`src/rtl/lapd_rx_pkg.sv`:
```
package lapd_rx_pkg;

    localparam int OCT_W        = 8;
    localparam int BUF_DEPTH    = 82;
    localparam int BUF_AW       = 7;
    localparam int REG_AW       = 2;
    localparam int HDR_OCTS     = 3;
    localparam int FCS_OCTS     = 2;
    localparam int CNT_W        = 8;

    localparam logic [REG_AW-1:0] REG_CTRL = 2'd0;
    localparam logic [REG_AW-1:0] REG_STAT = 2'd1;

    localparam logic [7:0] HDR0_A   = 8'h3C;
    localparam logic [7:0] HDR0_B   = 8'h3E;
    localparam logic [7:0] HDR1_VAL = 8'h01;
    localparam logic [7:0] HDR2_VAL = 8'h03;

    localparam logic [7:0] TYPE_PATH_SHORT = 8'h38;
    localparam logic [7:0] TYPE_IDLE       = 8'h34;
    localparam logic [7:0] TYPE_TEST       = 8'h32;
    localparam logic [7:0] TYPE_PATH_LONG  = 8'h3F;
    localparam int         LEN_SHORT       = 76;
    localparam int         LEN_LONG        = 82;

    localparam logic [15:0] CRC_PRESET  = 16'hFFFF;
    localparam logic [15:0] CRC_RESIDUE = 16'hF0B8;
    localparam logic [15:0] CRC_POLY_R  = 16'h8408;

    // one-cycle events from the bit layer to the octet layer
    typedef struct packed {
        logic             flag;
        logic             aligned;
        logic             abort;
        logic             oct_vld;
        logic [OCT_W-1:0] oct;
    } dl_evt_t;

    typedef struct packed {
        logic            known;
        logic [CNT_W-1:0] len;
    } msg_kind_t;

    function automatic logic [15:0] crc16_octet(input logic [15:0] c, input logic [7:0] d);
        logic [15:0] r;
        r = c;
        for (int i = 0; i < 8; i++) begin
            if (r[0] ^ d[i]) r = (r >> 1) ^ CRC_POLY_R;
            else             r = r >> 1;
        end
        return r;
    endfunction

    function automatic msg_kind_t decode_kind(input logic [7:0] t);
        msg_kind_t k;
        k.known = 1'b1;
        k.len   = CNT_W'(LEN_SHORT);
        case (t)
            TYPE_PATH_SHORT, TYPE_IDLE, TYPE_TEST: k.len = CNT_W'(LEN_SHORT);
            TYPE_PATH_LONG:                        k.len = CNT_W'(LEN_LONG);
            default: begin
                k.known = 1'b0;
                k.len   = '0;
            end
        endcase
        return k;
    endfunction

endpackage

```
`src/rtl/lapd_bit_deframer.sv`:
```
module lapd_bit_deframer
    import lapd_rx_pkg::*;
(
    input  logic    clk,
    input  logic    rst,
    input  logic    en,
    input  logic    bit_i,
    input  logic    vld_i,
    output dl_evt_t evt
);
    logic [2:0]       ones_q, ones_d;
    logic [2:0]       cnt_q, cnt_d;
    logic [OCT_W-1:0] sh_q, sh_d;
    logic             dat_vld;

    always_comb begin
        evt     = '0;
        ones_d  = ones_q;
        cnt_d   = cnt_q;
        sh_d    = sh_q;
        dat_vld = 1'b0;
        if (vld_i) begin
            if (bit_i) begin
                if (ones_q >= 3'd6) begin
                    evt.abort = 1'b1;
                    ones_d    = 3'd7;
                    cnt_d     = '0;
                end else begin
                    ones_d  = ones_q + 3'd1;
                    dat_vld = (ones_q < 3'd5);
                end
            end else begin
                ones_d = '0;
                if (ones_q == 3'd6) begin
                    evt.flag    = 1'b1;
                    evt.aligned = (cnt_q == 3'd6);
                    cnt_d       = '0;
                end else if (ones_q < 3'd5) begin
                    dat_vld = 1'b1;
                end
            end
        end
        if (dat_vld) begin
            sh_d = {bit_i, sh_q[OCT_W-1:1]};
            if (cnt_q == 3'd7) begin
                evt.oct_vld = 1'b1;
                evt.oct     = sh_d;
                cnt_d       = '0;
            end else begin
                cnt_d = cnt_q + 3'd1;
            end
        end
        if (!en) evt = '0;
    end

    always_ff @(posedge clk) begin
        if (rst || !en) begin
            ones_q <= '0;
            cnt_q  <= '0;
            sh_q   <= '0;
        end else begin
            ones_q <= ones_d;
            cnt_q  <= cnt_d;
            sh_q   <= sh_d;
        end
    end
endmodule

```
`src/rtl/lapd_octet_parser.sv`:
```
module lapd_octet_parser
    import lapd_rx_pkg::*;
(
    input  logic              clk,
    input  logic              rst,
    input  logic              en,
    input  dl_evt_t           evt,
    input  logic              lock,
    output logic              buf_we,
    output logic [BUF_AW-1:0] buf_waddr,
    output logic [OCT_W-1:0]  buf_wdata,
    output logic              accept_p,
    output logic              reject_p
);
    localparam logic [CNT_W-1:0] CNT_MAX  = '1;
    localparam logic [CNT_W-1:0] PAY_BASE = CNT_W'(HDR_OCTS);
    localparam logic [CNT_W-1:0] PAY_END  = CNT_W'(HDR_OCTS + BUF_DEPTH);
    localparam logic [CNT_W-1:0] OVERHEAD = CNT_W'(HDR_OCTS + FCS_OCTS);

    logic             in_q, in_d;
    logic             skip_q, skip_d;
    logic             hdr_q, hdr_d;
    logic [CNT_W-1:0] n_q, n_d;
    logic [15:0]      crc_q, crc_d;
    msg_kind_t        kind_q, kind_d;
    logic             ignore, good;

    assign ignore = skip_q | lock;

    always_comb begin
        in_d      = in_q;
        skip_d    = skip_q | lock;
        hdr_d     = hdr_q;
        n_d       = n_q;
        crc_d     = crc_q;
        kind_d    = kind_q;
        buf_we    = 1'b0;
        buf_waddr = '0;
        buf_wdata = evt.oct;
        accept_p  = 1'b0;
        reject_p  = 1'b0;
        good      = hdr_q && kind_q.known && (crc_q == CRC_RESIDUE)
                    && (n_q == kind_q.len + OVERHEAD) && evt.aligned;
        if (evt.abort) begin
            reject_p = in_q && (n_q != '0) && !ignore;
            in_d     = 1'b0;
        end else if (evt.flag) begin
            if (in_q && (n_q != '0) && !ignore) begin
                accept_p = good;
                reject_p = !good;
            end
            in_d   = 1'b1;
            skip_d = lock;
            hdr_d  = 1'b1;
            n_d    = '0;
            crc_d  = CRC_PRESET;
            kind_d = '0;
        end else if (evt.oct_vld && in_q) begin
            crc_d = crc16_octet(crc_q, evt.oct);
            if (n_q != CNT_MAX) n_d = n_q + 1'b1;
            case (n_q)
                8'd0:    if (evt.oct != HDR0_A && evt.oct != HDR0_B) hdr_d = 1'b0;
                8'd1:    if (evt.oct != HDR1_VAL) hdr_d = 1'b0;
                8'd2:    if (evt.oct != HDR2_VAL) hdr_d = 1'b0;
                8'd3:    kind_d = decode_kind(evt.oct);
                default: ;
            endcase
            if (n_q >= PAY_BASE && n_q < PAY_END && !ignore) begin
                buf_we    = 1'b1;
                buf_waddr = BUF_AW'(n_q - PAY_BASE);
            end
        end
    end

    always_ff @(posedge clk) begin
        if (rst || !en) begin
            in_q   <= 1'b0;
            skip_q <= 1'b0;
            hdr_q  <= 1'b0;
            n_q    <= '0;
            crc_q  <= CRC_PRESET;
            kind_q <= '0;
        end else begin
            in_q   <= in_d;
            skip_q <= skip_d;
            hdr_q  <= hdr_d;
            n_q    <= n_d;
            crc_q  <= crc_d;
            kind_q <= kind_d;
        end
    end
endmodule

```
`src/rtl/lapd_payload_buf.sv`:
```
module lapd_payload_buf #(
    parameter int DEPTH = 82,
    parameter int AW    = 7,
    parameter int W     = 8
) (
    input  logic          clk,
    input  logic          we,
    input  logic [AW-1:0] waddr,
    input  logic [W-1:0]  wdata,
    input  logic [AW-1:0] raddr,
    output logic [W-1:0]  rdata
);
    logic [W-1:0] mem [DEPTH];

    always_ff @(posedge clk) begin
        if (we && (int'(waddr) < DEPTH)) mem[waddr] <= wdata;
    end

    assign rdata = (int'(raddr) < DEPTH) ? mem[raddr] : '0;
endmodule

```
`src/rtl/lapd_msg_rx.sv`:
```
module lapd_msg_rx
    import lapd_rx_pkg::*;
(
    input  logic              clk,
    input  logic              rst,
    input  logic              rx_bit,
    input  logic              rx_valid,
    input  logic [REG_AW-1:0] reg_addr,
    input  logic              reg_wr,
    input  logic              reg_rd,
    input  logic [7:0]        reg_wdata,
    output logic [7:0]        reg_rdata,
    input  logic [BUF_AW-1:0] buf_addr,
    output logic [OCT_W-1:0]  buf_rdata,
    output logic              irq
);
    logic              en_q, irq_en_q, int_q;
    logic              flag_seen_q, msg_ok_q, msg_err_q;
    logic              rd_ctrl, rd_stat, lock;
    dl_evt_t           evt;
    logic              flag_p, abort_p, accept_p, reject_p;
    logic              buf_we;
    logic [BUF_AW-1:0] buf_waddr;
    logic [OCT_W-1:0]  buf_wdata;

    lapd_bit_deframer u_deframer (
        .clk   (clk),
        .rst   (rst),
        .en    (en_q),
        .bit_i (rx_bit),
        .vld_i (rx_valid),
        .evt   (evt)
    );

    assign flag_p  = evt.flag;
    assign abort_p = evt.abort;
    assign lock    = msg_ok_q;

    lapd_octet_parser u_parser (
        .clk       (clk),
        .rst       (rst),
        .en        (en_q),
        .evt       (evt),
        .lock      (lock),
        .buf_we    (buf_we),
        .buf_waddr (buf_waddr),
        .buf_wdata (buf_wdata),
        .accept_p  (accept_p),
        .reject_p  (reject_p)
    );

    lapd_payload_buf #(
        .DEPTH (BUF_DEPTH),
        .AW    (BUF_AW),
        .W     (OCT_W)
    ) u_buf (
        .clk   (clk),
        .we    (buf_we),
        .waddr (buf_waddr),
        .wdata (buf_wdata),
        .raddr (buf_addr),
        .rdata (buf_rdata)
    );

    assign rd_ctrl = reg_rd && (reg_addr == REG_CTRL);
    assign rd_stat = reg_rd && (reg_addr == REG_STAT);

    always_ff @(posedge clk) begin
        if (rst) begin
            en_q        <= 1'b0;
            irq_en_q    <= 1'b0;
            int_q       <= 1'b0;
            flag_seen_q <= 1'b0;
            msg_ok_q    <= 1'b0;
            msg_err_q   <= 1'b0;
        end else begin
            if (reg_wr && (reg_addr == REG_CTRL)) begin
                en_q     <= reg_wdata[2];
                irq_en_q <= reg_wdata[1];
            end
            int_q       <= (int_q && !rd_ctrl) || (accept_p && irq_en_q);
            flag_seen_q <= (flag_seen_q && !rd_stat) || flag_p;
            msg_ok_q    <= (msg_ok_q && !rd_stat) || accept_p;
            msg_err_q   <= (msg_err_q && !rd_stat) || reject_p;
        end
    end

    always_comb begin
        case (reg_addr)
            REG_CTRL: reg_rdata = {5'b0, en_q, irq_en_q, int_q};
            REG_STAT: reg_rdata = {5'b0, msg_err_q, msg_ok_q, flag_seen_q};
            default:  reg_rdata = '0;
        endcase
    end

    assign irq = int_q;
endmodule

```
`config.mk`:
```
export PLATFORM = sky130hd
export DESIGN_NAME = lapd_msg_rx
export DESIGN_NICKNAME = d
export VERILOG_FILES = /design/src/rtl/lapd_rx_pkg.sv /design/src/rtl/lapd_bit_deframer.sv /design/src/rtl/lapd_octet_parser.sv /design/src/rtl/lapd_payload_buf.sv /design/src/rtl/lapd_msg_rx.sv
export SDC_FILE = /design/constraint.sdc
export NUM_CORES = 1
export LEC_CHECK = 0
export BUFFER_PORTS_ARGS = -buffer_cell sky130_fd_sc_hd__buf_2
export CORE_MARGIN = 1.5
export CORE_UTILIZATION = 33
export DETAILED_ROUTE_END_ITERATION = 6
export HOLD_SLACK_MARGIN = 0.06
export PLACE_DENSITY = 0.57
export SLEW_MARGIN = 20
export SYNTH_ARGS = -nofsm -noshare
export SYNTH_HDL_FRONTEND = slang
export SYNTH_SLANG_ARGS = --single-unit
```
`constraint.sdc`:
```
create_clock -name clk -period 4.08 [get_ports clk]
set_input_delay 0.816 -clock clk [delete_from_list [all_inputs] [get_ports clk]]
set_output_delay 0.816 -clock clk [all_outputs]
set_load 0.05 [all_outputs]
```
=== Word level (Yosys, flattened, before mapping) ===
Memories as Yosys holds them, arrays and structs flattened.
Cells that the tools add are included.

* Div/mod/pow operators: 0
* Muxes and demuxes: 86
* Add/subtract/negate cells: 5
* Reductions and logical operators: 46
* Shift-type cells: 0
* Bitwise logic cells: 18
* Equality and inequality tests: 22
* $lt $le $gt $ge: 6
* $mul: 0

{| class="wikitable"
|+ Operator list
! cell !! count
|-
| 16-bit 2-to-1 mux || 31
|-
| 9-bit 2-to-1 mux || 5
|-
| 8-bit by 6-bit equality test with 1-bit output (second input constant) || 4
|-
| 8-bit 2-to-1 mux || 4
|-
| 7-bit 2-to-1 mux || 4
|-
| 1-bit 2-to-1 mux || 27
|-
| 3-bit 2-to-1 mux || 9
|-
| 2-bit NOT with 3-bit output || 8
|-
| 1-bit logical AND || 19
|-
| 16-bit equality test (second input constant) || 1
|-
| 8-bit by 2-bit equality test with 1-bit output (second input constant) || 2
|-
| 8-bit by 6-bit != test with 1-bit output (second input constant) || 2
|-
| 7-bit less-than comparator (second input constant) || 2
|-
| 7-bit case mux with 2 select lines || 1
|-
| 12-bit 2-to-1 mux || 1
|-
| 3-bit equality test (second input constant) || 3
|-
| 3-bit by 2-bit != test with 1-bit output (second input constant) || 3
|-
| 3-bit AND reduction || 3
|-
| 8-bit by 1-bit adder with 8-bit output (second input constant) || 1
|-
| 8-bit by 3-bit adder with 8-bit output (second input constant) || 1
|-
| 8-bit by 1-bit equality test with 1-bit output (second input constant) || 1
|-
| 8-bit equality test || 1
|-
| 8-bit by 2-bit greater-or-equal comparator with 1-bit output (second input constant) || 1
|-
| 8-bit logical NOT || 1
|-
| other kinds (28) || 48
|}

* Bits in read-only memories: 0
* Register bits: 56
* Memories kept: 1
* Output and inout port bits: 17
* Input port bits: 23
* Latch bits: 0
* Memory bits (writable): 656

{| class="wikitable"
|+ Memory list
! name !! words !! width !! read ports !! clocked after Yosys merged registers in !! wr ports !! RTL line !! source
|-
| u_buf.mem || 82 || 8 || 1 || 0 || 1 || lapd_payload_buf.sv:13 || <nowiki>logic [W-1:0] mem [DEPTH];</nowiki>
|}

=== Logic depth before layout (Yosys ltp) ===
* Depth after elaboration: 46
* Depth in mapped cells: 10
* Mapped depth without buffers: 8

=== Hierarchy ===
A second synthesis with hierarchy kept.

* Cell total of the unflattened synthesis: 1595
* Area total of the unflattened synthesis: 28977.8 um2

{| class="wikitable"
|+ By module, submodules not included
! module !! area each (um2) !! cells each !! sequential area each (um2) !! times used
|-
| lapd_payload_buf || 25857.3 || 1222 || 19698.9 || 1
|-
| lapd_octet_parser || 2079.5 || 251 || 620.6 || 1
|-
| lapd_bit_deframer || 726.9 || 87 || 260.2 || 1
|-
| lapd_msg_rx || 314.1 || 35 || 120.1 || 1
|}

=== Worst setup path after synthesis ===
Ideal clock, no wire load.

* Path type: input -> output
* From: in buf_addr[1]
* To: out buf_rdata[0]
* Stages: 8
* Setup slack: -0.636 ns
* Buffers on the path: 4
* Arrival time: 3.900 ns
* Path through: buf_2 > buf_2 > buf_2 > buf_2 > a211oi_1 > o41ai_1 > a211oi_1 > o41ai_1

* Longest elaborated chain between the ends: 2
* Elaborated cells between the ends (all ways): 3
* Those cells by class: order compare (1); mux (1); memory (1)

{| class="wikitable"
|+ RTL lines
! item !! RTL line !! source
|-
| start, declared || lapd_msg_rx.sv:13 || <nowiki>input logic [BUF_AW-1:0] buf_addr,</nowiki>
|-
| memory 82 x 8 bit / 7-bit less-than comparator (equally long branches) || - ||
|-
| 8-bit 2-to-1 mux * || lapd_payload_buf.sv:19 || <nowiki>assign rdata = (int'(raddr) < DEPTH) ? mem[raddr] : '0;</nowiki>
|-
| end, declared || lapd_msg_rx.sv:14 || <nowiki>output logic [OCT_W-1:0] buf_rdata,</nowiki>
|}

Mark *: on every way between the ends. The rest lies on a longest branch, timed or not.

=== Final worst setup path ===
* From: in buf_addr[0]
* To: out buf_rdata[2]

Same word-level chain as after synthesis.

==> impl_metrics.py <==
metrics = {
    "global_routing": {
        "grt_pass1_wl_mm": 103,
        "gr-total-overflow": 0,
        "antenna_found_initial": 0,
        "grt_use_total": 0.155,
        "grt_max_degree": 84,
        "grt_pass1_vias": 15732,
    },
    "route": {
        "drt_pass1_iterations": 7,
        "wl_met2_mm": 33.1,
        "viasPerCell": 5.13,
        "drt-initial-drc-count": 1403,
        "num_vias": 15496,
        "routed_wl_mm": 69.1,
        "wl_met3_mm": 4.13,
        "drcViolationCount": 0,
        "ant_nets": 0,
        "met1_length_mm": 30.2,
        "top_layer": "met4",
        "wl_per_cell_um": 22.9,
    },
    "timing": {
        "skew_ns": 0.0295,
        "final.min_clock_period_ns": 3.99,
        "slew_viol_final": 0,
        "rsz0062_at_grt": "yes",
        "maxSlewHeadroom": 0.361,
        "finalCritPeriodShare": 0.978,
        "max_freq_mhz": 251,
        "hold_violations": 0,
        "hold_slack_ns": 0.453,
        "setup_viol": 0,
        "tightestPinTransition_ns": 0.958,
    },
    "power": {
        "internal_power_mw": 11.8,
        "combPwrFrac": 0.031,
        "p_per_area_nw_per_um2": 437,
        "clock_power_share": 0.447,
        "netSwitchingPower_mw": 3.10,
        "leakage_nw": 10.6,
        "power_mw": 14.9,
        "p_sw_frac": 0.208,
        "ir_drop_uv": 319,
        "power_frac_seq": 0.522,
    },
    "placement": {
        "routabilityCongestion": 0.826,
        "portBuffers": 28,
        "dp_cells": 2881,
        "hpwl_mm": 45.4,
    },
    "synth": {
        "avgSynthCellArea_sq_um": 17.9,
        "synth.top_cell.area_share": 0.686,
        "yosysSeqAreaShare": 0.720,
        "synthDistinctLibCells": 63,
        "ys_top_cells_by_area": "edfxtp_1 (69%), mux4_2 (12%), dfxtp_1 (3.5%), mux2i_1 (1.7%), nor2_1 (1.5%)",
        "yosys_warnings": 0,
        "synthArstFlopShare": 0,
        "synthFlopType": "edfxtp_1",
        "ys_seq_elements": 706,
        "postSynthCellCount": 1603,
        "synth.largest_area_cell": "edfxtp_1",
        "synth_edf_count": 656,
        "synth_area_sq_um": 28700,
    },
    "critical_path": {
        "crit_slowest_cell": "mux4_2",
        "crit_type": "input pin to primary output",
        "worstPathArrival_ns": 3.18,
        "crit_family": "multiplexers",
        "cp-start-kind": "input pin",
        "crit_chain": "buf_8 -> buf_12 -> buf_12 -> mux4_2 -> mux4_2 -> o211ai_1 -> o31ai_4 -> clkbuf_4",
        "critPathMaxFanout": 14,
        "crit_required_ns": 3.26,
        "path_buf_inv": 4,
        "critPathMaxStageDelay_ns": 0.52,
        "worstSetupEndpointType": "primary output",
    },
    "clock_network": {
        "cts_tree": "built",
        "clock_latency_ns": 0.63,
        "root_buffer": "clkbuf_16",
        "cts_hold_buf": 0,
        "cts_sinks": 706,
        "cts_buffers": 76,
        "cts_buffer_depth": 3,
        "cts_post_setup_buffers_inserted": 0,
        "cts-htree-levels": 3,
        "path_clk_slew_ns": 0.05,
    },
    "cells_and_area": {
        "fin_nets": 1838,
        "final_layout_size_suffix_gt1_frac": 0.281,
        "stdcell_count": 3020,
        "syn_to_final_growth_pct": 18.8,
        "post-route-util": 0.395,
    },
    "floorplanning": {
        "core_area_sq_um": 86500,
        "io_pins": 40,
        "die-area_sq_um": 88800,
        "die_x_um": 298,
        "start_util": 0.332,
        "core.rowCount": 108,
        "die_y_um": 298,
    },
    "min_path": {
        "hp-class": "input pin to flop",
    },
    "status": {
        "status": "finished clean",
    },
    "job": {
        "drv_cap": 0,
    },
}
==> per-stage QoR <==
step	setup TNS [ns]	cell area, sq um	worst slack [ns]
2_1_floorplan	0	28800	0.0119
3_3_place_gp	-0.204	31600	-0.204
3_5_place_dp	-0.285	31600	-0.259
4_1_cts	0	34100	0.0583
5_1_grt	-0.00118	34100	-0.00118
6_report	0	34100	0.0882
==> cell usage after synthesis (all sizes together), types with 4 or more instances <==
cell	number
and4	4
or4	9
a211oi	17
mux2i	50
clkbuf	39
nand4	13
buf	57
nand2	52
nand2b	8
a221oi	6
inv	9
mux4	153
nor2b	24
ha	11
a21oi	46
a2111oi	4
or3	8
a22oi	9
xor2	16
dfxtp	50
o21ai	18
and3	4
xnor2	23
and2	11
nor2	117
o31ai	12
a31oi	8
mux2	20
a2bb2oi	4
o22ai	7
o211ai	23
nand3	41
nor3	24
edfxtp	656
nor4	10
==> cells in the final DEF (no fill, tap or decap), types with 8 or more instances in the layout <==
cell	n
clkbuf_16	78
edfxtp_1	656
a31oi_1	8
xnor2_1	23
nor2b_1	23
xor2_1	16
buf_2	20
dfxtp_1	50
clkinv_1	26
a21oi_1	46
nor2_1	117
mux2_2	20
o211ai_1	23
mux2i_1	50
a22oi_1	9
nand3_1	41
nor4_1	8
nor3_1	24
nand2_1	52
ha_1	11
or4_1	9
buf_12	16
o21ai_0	14
clkinv_2	12
a211oi_1	17
nand4_1	12
mux4_2	153
nand2b_1	8
buf_4	171
or3_1	8
==> power groups by stage <==
stage	Sequential, mW	Combinational, mW	Clock (mW)
2_1_floorplan	7.94	0.279	0
3_3_place_gp	7.94	0.446	0
3_5_place_dp	7.94	0.450	0
4_1_cts	7.79	0.454	6.81
5_1_grt	7.78	0.484	7.08
6_report	7.79	0.457	6.66
==> flip-flops by register name, indices dropped and copies added, names as in the netlist, 3 cells and up <==
signal             count
u_deframer.sh_q        7
u_deframer.cnt_q       3
u_parser.kind_q        4
u_parser.crc_q        16
u_parser.n_q           8
u_deframer.ones_q      3
u_buf.mem            656
==> what timing repair did <==
| item | 4_1_cts | 5_1_grt |
|---|---|---|
| gates resized for setup | 7 | 16 |
| endpoints found under the setup margin | 2 | 6 |
| endpoints found under the hold margin | 0 | 0 |
==> per-layer routing <==
layer,up-vias,track usage
met4,0,0.0405
met3,107,0.0344
met2,442,0.252
met5,-,0
li1,6901,-
met1,8046,0.212
==> area by class of cell <==
class / count / area [sq um]
Clock inverter: 54 / 469
Fill cell: 7817 / 52300
Antenna cell: 1 / 2.50
Inverter: 11 / 41.3
Timing Repair Buffer: 215 / 1830
Sequential cell: 706 / 20700
Tap cell: 1155 / 1450
Clock buffer: 84 / 1970
Multi-Input combinational cell: 794 / 7680
==> worst register-to-register path, stage by stage, from the launching register on <==
cell,delay [ns]
dfxtp_1,0.45
inv_1,0.10
ha_1,0.21
nor2b_2,0.19
o31ai_4,0.20
nand4_2,0.20
nor4_1,0.64
nand2_1,0.38
nor2_1,0.47
buf_4,0.25
==> final timing paths <==
| check | from | to | slack, ns | cells after the start |
|---|---|---|---|---|
| worst min-delay path | reg_wdata[2] | en_q | 0.45 | 3 |
| worst min register to register | flag_seen_q | flag_seen_q | 0.47 | 2 |
| worst max-delay path | buf_addr[0] | buf_rdata[2] | 0.09 | 8 |
| worst max register to register | u_deframer.ones_q[0] | u_buf.mem[45][0] | 0.71 | 9 |
==> cells by family after synthesis <==
| family | count (synthesis) | share of synthesized area |
|---|---|---|
| and+or+nand+nor | 341 | 0.0590 |
| buffers and inverters | 107 | 0.0168 |
| other | 1 | 0.000131 |
| adders and majority gates | 11 | 0.00479 |
| AOI/OAI and AO/OA | 174 | 0.0410 |
| DFF | 706 | 0.720 |
| xor gates and xnor gates | 40 | 0.0127 |
| muxes | 223 | 0.145 |
Power figures use the tool's default switching activity.
